## src/rtl/i2c_fe_pkg.sv

```systemverilog
package i2c_fe_pkg;
  typedef enum logic [1:0] {
    ST_IDLE = 2'd0,
    ST_CTRL = 2'd1,
    ST_ADDR = 2'd2,
    ST_DATA = 2'd3
  } fe_state_e;

  localparam logic [3:0] DEV_CODE = 4'b1010;
  localparam int unsigned BITS_PER_BYTE = 8;
endpackage

```

## src/rtl/i2c_fe_line_mon.sv

```systemverilog
module i2c_fe_line_mon #(
  parameter int unsigned STAGES = 2
) (
  input  logic clk_i,
  input  logic rst_ni,
  input  logic scl_i,
  input  logic sda_i,
  output logic scl_s_o,
  output logic sda_s_o,
  output logic start_o,
  output logic stop_o,
  output logic scl_rise_o,
  output logic scl_fall_o
);
  localparam int unsigned LINES = 2;

  logic [LINES-1:0] raw;
  logic [LINES-1:0] synced;
  logic [LINES-1:0] prev_q;

  assign raw = {scl_i, sda_i};

  for (genvar l = 0; l < LINES; l++) begin : g_line
    logic [STAGES-1:0] ff_q;
    always_ff @(posedge clk_i or negedge rst_ni) begin
      if (!rst_ni) ff_q <= '1;
      else         ff_q <= {ff_q[STAGES-2:0], raw[l]};
    end
    assign synced[l] = ff_q[STAGES-1];
  end

  always_ff @(posedge clk_i or negedge rst_ni) begin
    if (!rst_ni) prev_q <= '1;
    else         prev_q <= synced;
  end

  assign scl_s_o    = synced[1];
  assign sda_s_o    = synced[0];
  // conditions need clock high on both samples
  assign start_o    = synced[1] & prev_q[1] &  prev_q[0] & ~synced[0];
  assign stop_o     = synced[1] & prev_q[1] & ~prev_q[0] &  synced[0];
  assign scl_rise_o =  synced[1] & ~prev_q[1];
  assign scl_fall_o = ~synced[1] &  prev_q[1];
endmodule

```

## src/rtl/i2c_fe_wr_timer.sv

```systemverilog
module i2c_fe_wr_timer #(
  parameter int unsigned CYCLES = 200
) (
  input  logic clk_i,
  input  logic rst_ni,
  input  logic kick_i,
  output logic busy_o
);
  localparam int unsigned CNT_W = $clog2(CYCLES + 1);

  logic [CNT_W-1:0] cnt_q;

  always_ff @(posedge clk_i or negedge rst_ni) begin
    if (!rst_ni)             cnt_q <= '0;
    else if (kick_i)         cnt_q <= CNT_W'(CYCLES);
    else if (cnt_q != '0)    cnt_q <= cnt_q - CNT_W'(1);
  end

  assign busy_o = (cnt_q != '0);
endmodule

```

## src/rtl/i2c_eeprom_slave_fe.sv

```systemverilog
module i2c_eeprom_slave_fe
  import i2c_fe_pkg::*;
#(
  parameter int unsigned ADDR_W      = 11,
  parameter int unsigned BLK_W       = 3,
  parameter int unsigned PAGE_W      = 4,
  parameter int unsigned WR_CYCLES   = 200,
  parameter int unsigned SYNC_STAGES = 2
) (
  input  logic              clk_i,
  input  logic              rst_ni,
  input  logic              scl_i,
  input  logic              sda_i,
  output logic              sda_oe_o,
  output logic [ADDR_W-1:0] ptr_o,
  output logic              wr_valid_o,
  output logic [ADDR_W-1:0] wr_addr_o,
  output logic [7:0]        wr_data_o,
  output logic              commit_o,
  output logic              busy_o
);
  localparam int unsigned WORD_W  = ADDR_W - BLK_W;
  localparam int unsigned CNT_W   = 4;
  localparam logic [CNT_W-1:0] CNT_BYTE = CNT_W'(BITS_PER_BYTE);
  localparam logic [CNT_W-1:0] CNT_ACK  = CNT_W'(BITS_PER_BYTE + 1);

  logic scl_s, sda_s, start, stop, scl_rise, scl_fall;

  i2c_fe_line_mon #(.STAGES(SYNC_STAGES)) u_mon (
    .clk_i      (clk_i),
    .rst_ni     (rst_ni),
    .scl_i      (scl_i),
    .sda_i      (sda_i),
    .scl_s_o    (scl_s),
    .sda_s_o    (sda_s),
    .start_o    (start),
    .stop_o     (stop),
    .scl_rise_o (scl_rise),
    .scl_fall_o (scl_fall)
  );

  fe_state_e         state_q;
  logic [CNT_W-1:0]  bit_cnt_q;
  logic [7:0]        shreg_q;
  logic [BLK_W-1:0]  blk_q;
  logic [ADDR_W-1:0] ptr_q;
  logic              oe_q, got_q, commit_q, wv_q;
  logic [ADDR_W-1:0] waddr_q;
  logic [7:0]        wdata_q;
  logic              busy;

  always_ff @(posedge clk_i or negedge rst_ni) begin
    if (!rst_ni) begin
      state_q   <= ST_IDLE;
      bit_cnt_q <= '0;
      shreg_q   <= '0;
      blk_q     <= '0;
      ptr_q     <= '0;
      oe_q      <= 1'b0;
      got_q     <= 1'b0;
      commit_q  <= 1'b0;
      wv_q      <= 1'b0;
      waddr_q   <= '0;
      wdata_q   <= '0;
    end else begin
      commit_q <= 1'b0;
      wv_q     <= 1'b0;
      if (start) begin
        state_q   <= ST_CTRL;
        bit_cnt_q <= '0;
        oe_q      <= 1'b0;
        got_q     <= 1'b0;
      end else if (stop) begin
        commit_q  <= got_q & ~busy;
        state_q   <= ST_IDLE;
        bit_cnt_q <= '0;
        oe_q      <= 1'b0;
        got_q     <= 1'b0;
      end else if (scl_rise) begin
        // ack clock is still counted after a refusal so it can close
        if ((state_q != ST_IDLE || bit_cnt_q == CNT_BYTE) && bit_cnt_q < CNT_ACK)
          bit_cnt_q <= bit_cnt_q + CNT_W'(1);
        if (state_q != ST_IDLE && bit_cnt_q < CNT_BYTE)
          shreg_q <= {shreg_q[6:0], sda_s};
      end else if (scl_fall) begin
        if (bit_cnt_q == CNT_ACK) begin
          oe_q      <= 1'b0;
          bit_cnt_q <= '0;
        end else if (bit_cnt_q == CNT_BYTE) begin
          unique case (state_q)
            ST_CTRL: begin
              if (shreg_q[7:4] == DEV_CODE && !busy) begin
                oe_q    <= 1'b1;
                blk_q   <= shreg_q[BLK_W:1];
                state_q <= shreg_q[0] ? ST_IDLE : ST_ADDR;
              end else begin
                state_q <= ST_IDLE;
              end
            end
            ST_ADDR: begin
              oe_q    <= 1'b1;
              ptr_q   <= {blk_q, shreg_q[WORD_W-1:0]};
              state_q <= ST_DATA;
            end
            ST_DATA: begin
              oe_q    <= 1'b1;
              wv_q    <= 1'b1;
              waddr_q <= ptr_q;
              wdata_q <= shreg_q;
              got_q   <= 1'b1;
              ptr_q   <= {ptr_q[ADDR_W-1:PAGE_W], ptr_q[PAGE_W-1:0] + PAGE_W'(1)};
            end
            default: ;
          endcase
        end
      end
    end
  end

  i2c_fe_wr_timer #(.CYCLES(WR_CYCLES)) u_timer (
    .clk_i  (clk_i),
    .rst_ni (rst_ni),
    .kick_i (commit_q),
    .busy_o (busy)
  );

  assign sda_oe_o   = oe_q;
  assign ptr_o      = ptr_q;
  assign wr_valid_o = wv_q;
  assign wr_addr_o  = waddr_q;
  assign wr_data_o  = wdata_q;
  assign commit_o   = commit_q;
  assign busy_o     = busy;
endmodule

```

## config.mk

```make
export PLATFORM = sky130hd
export DESIGN_NAME = i2c_eeprom_slave_fe
export DESIGN_NICKNAME = d
export VERILOG_FILES = /design/src/rtl/i2c_fe_pkg.sv /design/src/rtl/i2c_fe_line_mon.sv /design/src/rtl/i2c_fe_wr_timer.sv /design/src/rtl/i2c_eeprom_slave_fe.sv
export SDC_FILE = /design/constraint.sdc
export NUM_CORES = 1
export LEC_CHECK = 0
export CORE_ASPECT_RATIO = 0.6
export CORE_MARGIN = 2
export CORE_UTILIZATION = 42
export DETAILED_ROUTE_END_ITERATION = 6
export DONT_BUFFER_PORTS = 1
export GPL_TIMING_DRIVEN = 0
export PLACE_DENSITY = 0.62
export SLEW_MARGIN = 20
export SYNTH_ARGS = -nofsm -noshare
export SYNTH_HDL_FRONTEND = slang
export SYNTH_SLANG_ARGS = --single-unit
```

## constraint.sdc

```tcl
create_clock -name clk_i -period 2.63 [get_ports clk_i]
set_input_delay 0.1315 -clock clk_i [delete_from_list [all_inputs] [get_ports clk_i]]
set_output_delay 0.1315 -clock clk_i [all_outputs]
set_load 0.05 [all_outputs]
```

==> results.py <==
metrics = {
    "run_status": {
        "outcome": "finished, final reports clean",
    },
    "yosys": {
        "yosysSeqAreaShare_pct": 52.45,
        "synth_edf_count": 0,
        "synthCells": 242,
        "synth_top_family_by_area": "multiplexers",
        "yosys.area_share.simple_pct": 13.13,
        "synth_most_common_cell": "dfrtp_1",
        "yosysTopAreaCellShare_pct": 47.39,
        "yosysTopAreaCell": "dfrtp_1",
        "ys.flop_type": "dfrtp_1",
        "synth-seq-cells": 65,
        "yosysWarnings": 0,
        "synth_xor_area_share_pct": 1.647,
        "synth_compound_area_share_pct": 10.24,
        "synth.avg_cell_area_sq_um": 12.87,
        "yosys.area_share.adder_pct": 5.622,
        "synth_cell_type_count": 59,
        "ys_top_cells_by_area": "dfrtp_1 (47%), mux2_2 (13%), ha_1 (5.6%)",
        "ys_top_cells_by_count": "dfrtp_1 (59), mux2_2 (35), inv_1 (17)",
        "syn_area_sq_um": 3115,
        "ys_async_sr_fraction_pct": 100.0,
        "synth_nets": 260,
        "synth.area.mux_share_pct": 13.65,
    },
    "worst_setup_path": {
        "critPathLaunchType": "flop",
        "rr_worst_depth": 6,
        "end_kind": "flop",
        "rr_endpoint": "blk_q[0]",
        "crit_path_max_incr_delay_ns": 0.46,
        "required_ns": 2.84,
        "crit_slowest_cell": "and4bb_2",
        "arrival_ns": 2.57,
        "worstPathMaxFanout": 7,
        "path_class": "reg2reg",
        "crit_chain": "inv_1, ha_1, nor3b_2, nand2_2, and4bb_2, mux2_2",
        "rrSetupSlack_ns": 0.26,
        "reg2reg_from": "u_timer.cnt_q[0]",
    },
    "pwr": {
        "vdd_ir_drop_max_mv": 0.3509,
        "p_sw_mw": 0.6194,
        "pwr-share-clk_pct": 43.0,
        "p_sw_share_pct": 24.72,
        "p_per_area_nw_per_um2": 701.1,
        "p_comb_share_pct": 9.5,
        "p_leak_nw": 1.657,
        "p_int_mw": 1.887,
        "seqPwrFrac_pct": 47.5,
        "finalPower_mw": 2.506,
    },
    "final_layout": {
        "layout-drive-gt1-share_pct": 28.63,
        "stdcell_count": 366,
        "n_fill_cell": 634,
        "syn2layout_area_growth_pct": 14.74,
        "nets": 275,
        "antennaDiodeCount": 0,
    },
    "place": {
        "preCtsSetupSlack_ns": 0.2612,
        "io_buffers": 0,
        "gp_congestion": 0.8652,
        "dp_hpwl_mm": 4.108,
        "post-place-cells": 346,
    },
    "global_route": {
        "grt_max_degree": 66,
        "grt_pass1_vias": 1894,
        "antenna_found_initial": 0,
        "grt_pass1_wl_mm": 9.811,
        "grtUsageTotal_pct": 16.02,
        "grt_overflow": 0,
    },
    "sta": {
        "final_hold_viol_count": 0,
        "worst_slew_pin_slew_ns": 0.6981,
        "finalMaxSlewViolations": 0,
        "fin_setup_tns_ns": 0,
        "slew_headroom_pct": 53.46,
        "skew_ns": 0.006755,
        "rsz0062_at_grt": "no",
        "fin_crit_sh_pct": 89.98,
        "timing.final.crit_period_ns": 2.367,
        "timing.fmax_ghz": 0.4226,
        "fin_ws_ns": 0.2635,
        "setup_viol": 0,
        "whs_ns": 0.3432,
    },
    "clocking": {
        "clock_path_buffers": 2,
        "postCtsHoldBufs": 4,
        "cts_tree": "built",
        "cts-root-buf": "clkbuf_16",
        "cts_inserted_buffers": 9,
        "clock_latency_ns": 0.33,
        "h-tree-depth": 3,
        "post-cts-setup-buffers": 0,
        "cts_sinks": 65,
        "clk_pin_slew_ns": 0.05,
        "cts-resized-gates": 0,
    },
    "die": {
        "die_x_microns": 115.2,
        "coreArea_sq_um": 7237,
        "core.rowCount": 24,
        "start_util_pct": 43.05,
        "die_y_microns": 70.72,
        "die-area_sq_um": 8146,
        "ioPinCount": 38,
    },
    "detailed_routing": {
        "vias_per_cell": 5.273,
        "route.vias.total": 1930,
        "detail-route-antenna-nets": 0,
        "firstDrtPassIters": 5,
        "wl_per_cell_microns": 16.40,
        "drt_iter0_drc": 114,
        "drc": 0,
        "wl_mm": 6.002,
    },
    "worst_hold_path": {
        "min_path_type": "in2async",
    },
    "flow_run": {
        "cap_violations": 0,
    },
}
cells by family after synthesis:
group | count (synthesis)
multiplexers | 38
buffers and inverters | 23
AO/OA/AOI/OAI | 37
XOR/XNOR | 5
flip-flops | 65
adder cells (fa/ha/maj) | 14
AND/OR/NAND/NOR | 60
how the worst max path moves through the flow:
| stage | startpoint | to | cells after the start |
|---|---|---|---|
| final | u_timer.cnt_q[0] | blk_q[0] | 6 |
| after global placement | u_timer.cnt_q[0] | blk_q[1] | 6 |
| after detailed placement | u_timer.cnt_q[0] | blk_q[2] | 6 |
| after floorplan | u_mon.prev_q[1] | blk_q[0] | 6 |
| after global routing | u_timer.cnt_q[0] | blk_q[0] | 6 |
| after CTS | u_timer.cnt_q[0] | blk_q[2] | 6 |
layer usage:
metal	GRT usage [%]	routed length [microns]	up-vias	part of all wire (%)
li1	-	-	904	-
met2	20.00	2336	58	39
met4	5.221	51	0	0.85
met1	24.93	3171	963	53
met5	0	0	-	0
met3	6.170	442	5	7.4
worst max-delay path: cells and delay by family (launching register included):
kind	cells	cell delay, ns
multiplexers	1	0.34
AND/OR/NAND/NOR	3	1.22
adder cells (fa/ha/maj)	1	0.17
flip-flops	1	0.42
buffers and inverters	1	0.10
cell type report:
cell class	count	area, sq um	area share, %
Sequential cell	65	1634	45.71
Multi-Input combinational cell	154	1380	38.61
Clock buffer	16	271.5	7.595
Tap cell	104	130.1	3.640
Inverter	17	63.81	1.785
Timing Repair Buffer	4	57.56	1.610
Buffer	6	37.54	1.050
through the flow:
stage               util (%)  area (sq um)
floorplan                  -          3115
global placement       44.85          3246
detailed placement     44.85          3246
CTS                    49.39          3575
global route           49.39          3575
finish                 49.39          3575
cells in the final DEF, fill, tap and decap left out, types with 4 or more instances in the layout:
| master | n |
|---|---|
| a21oi_1 | 5 |
| ha_1 | 14 |
| nor2_1 | 11 |
| nand2b_1 | 4 |
| mux2_2 | 35 |
| dfstp_2 | 6 |
| inv_1 | 17 |
| clkbuf_16 | 9 |
| nand2_1 | 7 |
| dfrtp_1 | 59 |
| clkbuf_1 | 8 |
| nor2b_1 | 7 |
| o21ai_0 | 5 |
state kept, by name, summed over array words and instances (netlist names):
signal / flops
commit_o: 1
wr_data_o: 8
wr_valid_o: 1
u_mon.prev_q: 2
u_timer.cnt_q: 8
bit_cnt_q: 4
state_q: 2
wr_addr_o: 11
sda_oe_o: 1
got_q: 1
ptr_o: 11
blk_q: 3
u_mon.g_line.ff_q: 4
shreg_q: 8
power by group through the flow:
stage | Sequential [mW] | Combinational (mW) | Clock, mW
6_report | 1.19 | 0.239 | 1.08
2_1_floorplan | 1.15 | 0.183 | 0
4_1_cts | 1.19 | 0.243 | 1.10
5_1_grt | 1.20 | 0.268 | 1.16
3_5_place_dp | 1.20 | 0.212 | 0
3_3_place_gp | 1.20 | 0.207 | 0
Note: power is estimated with default switching activity, not from simulation.
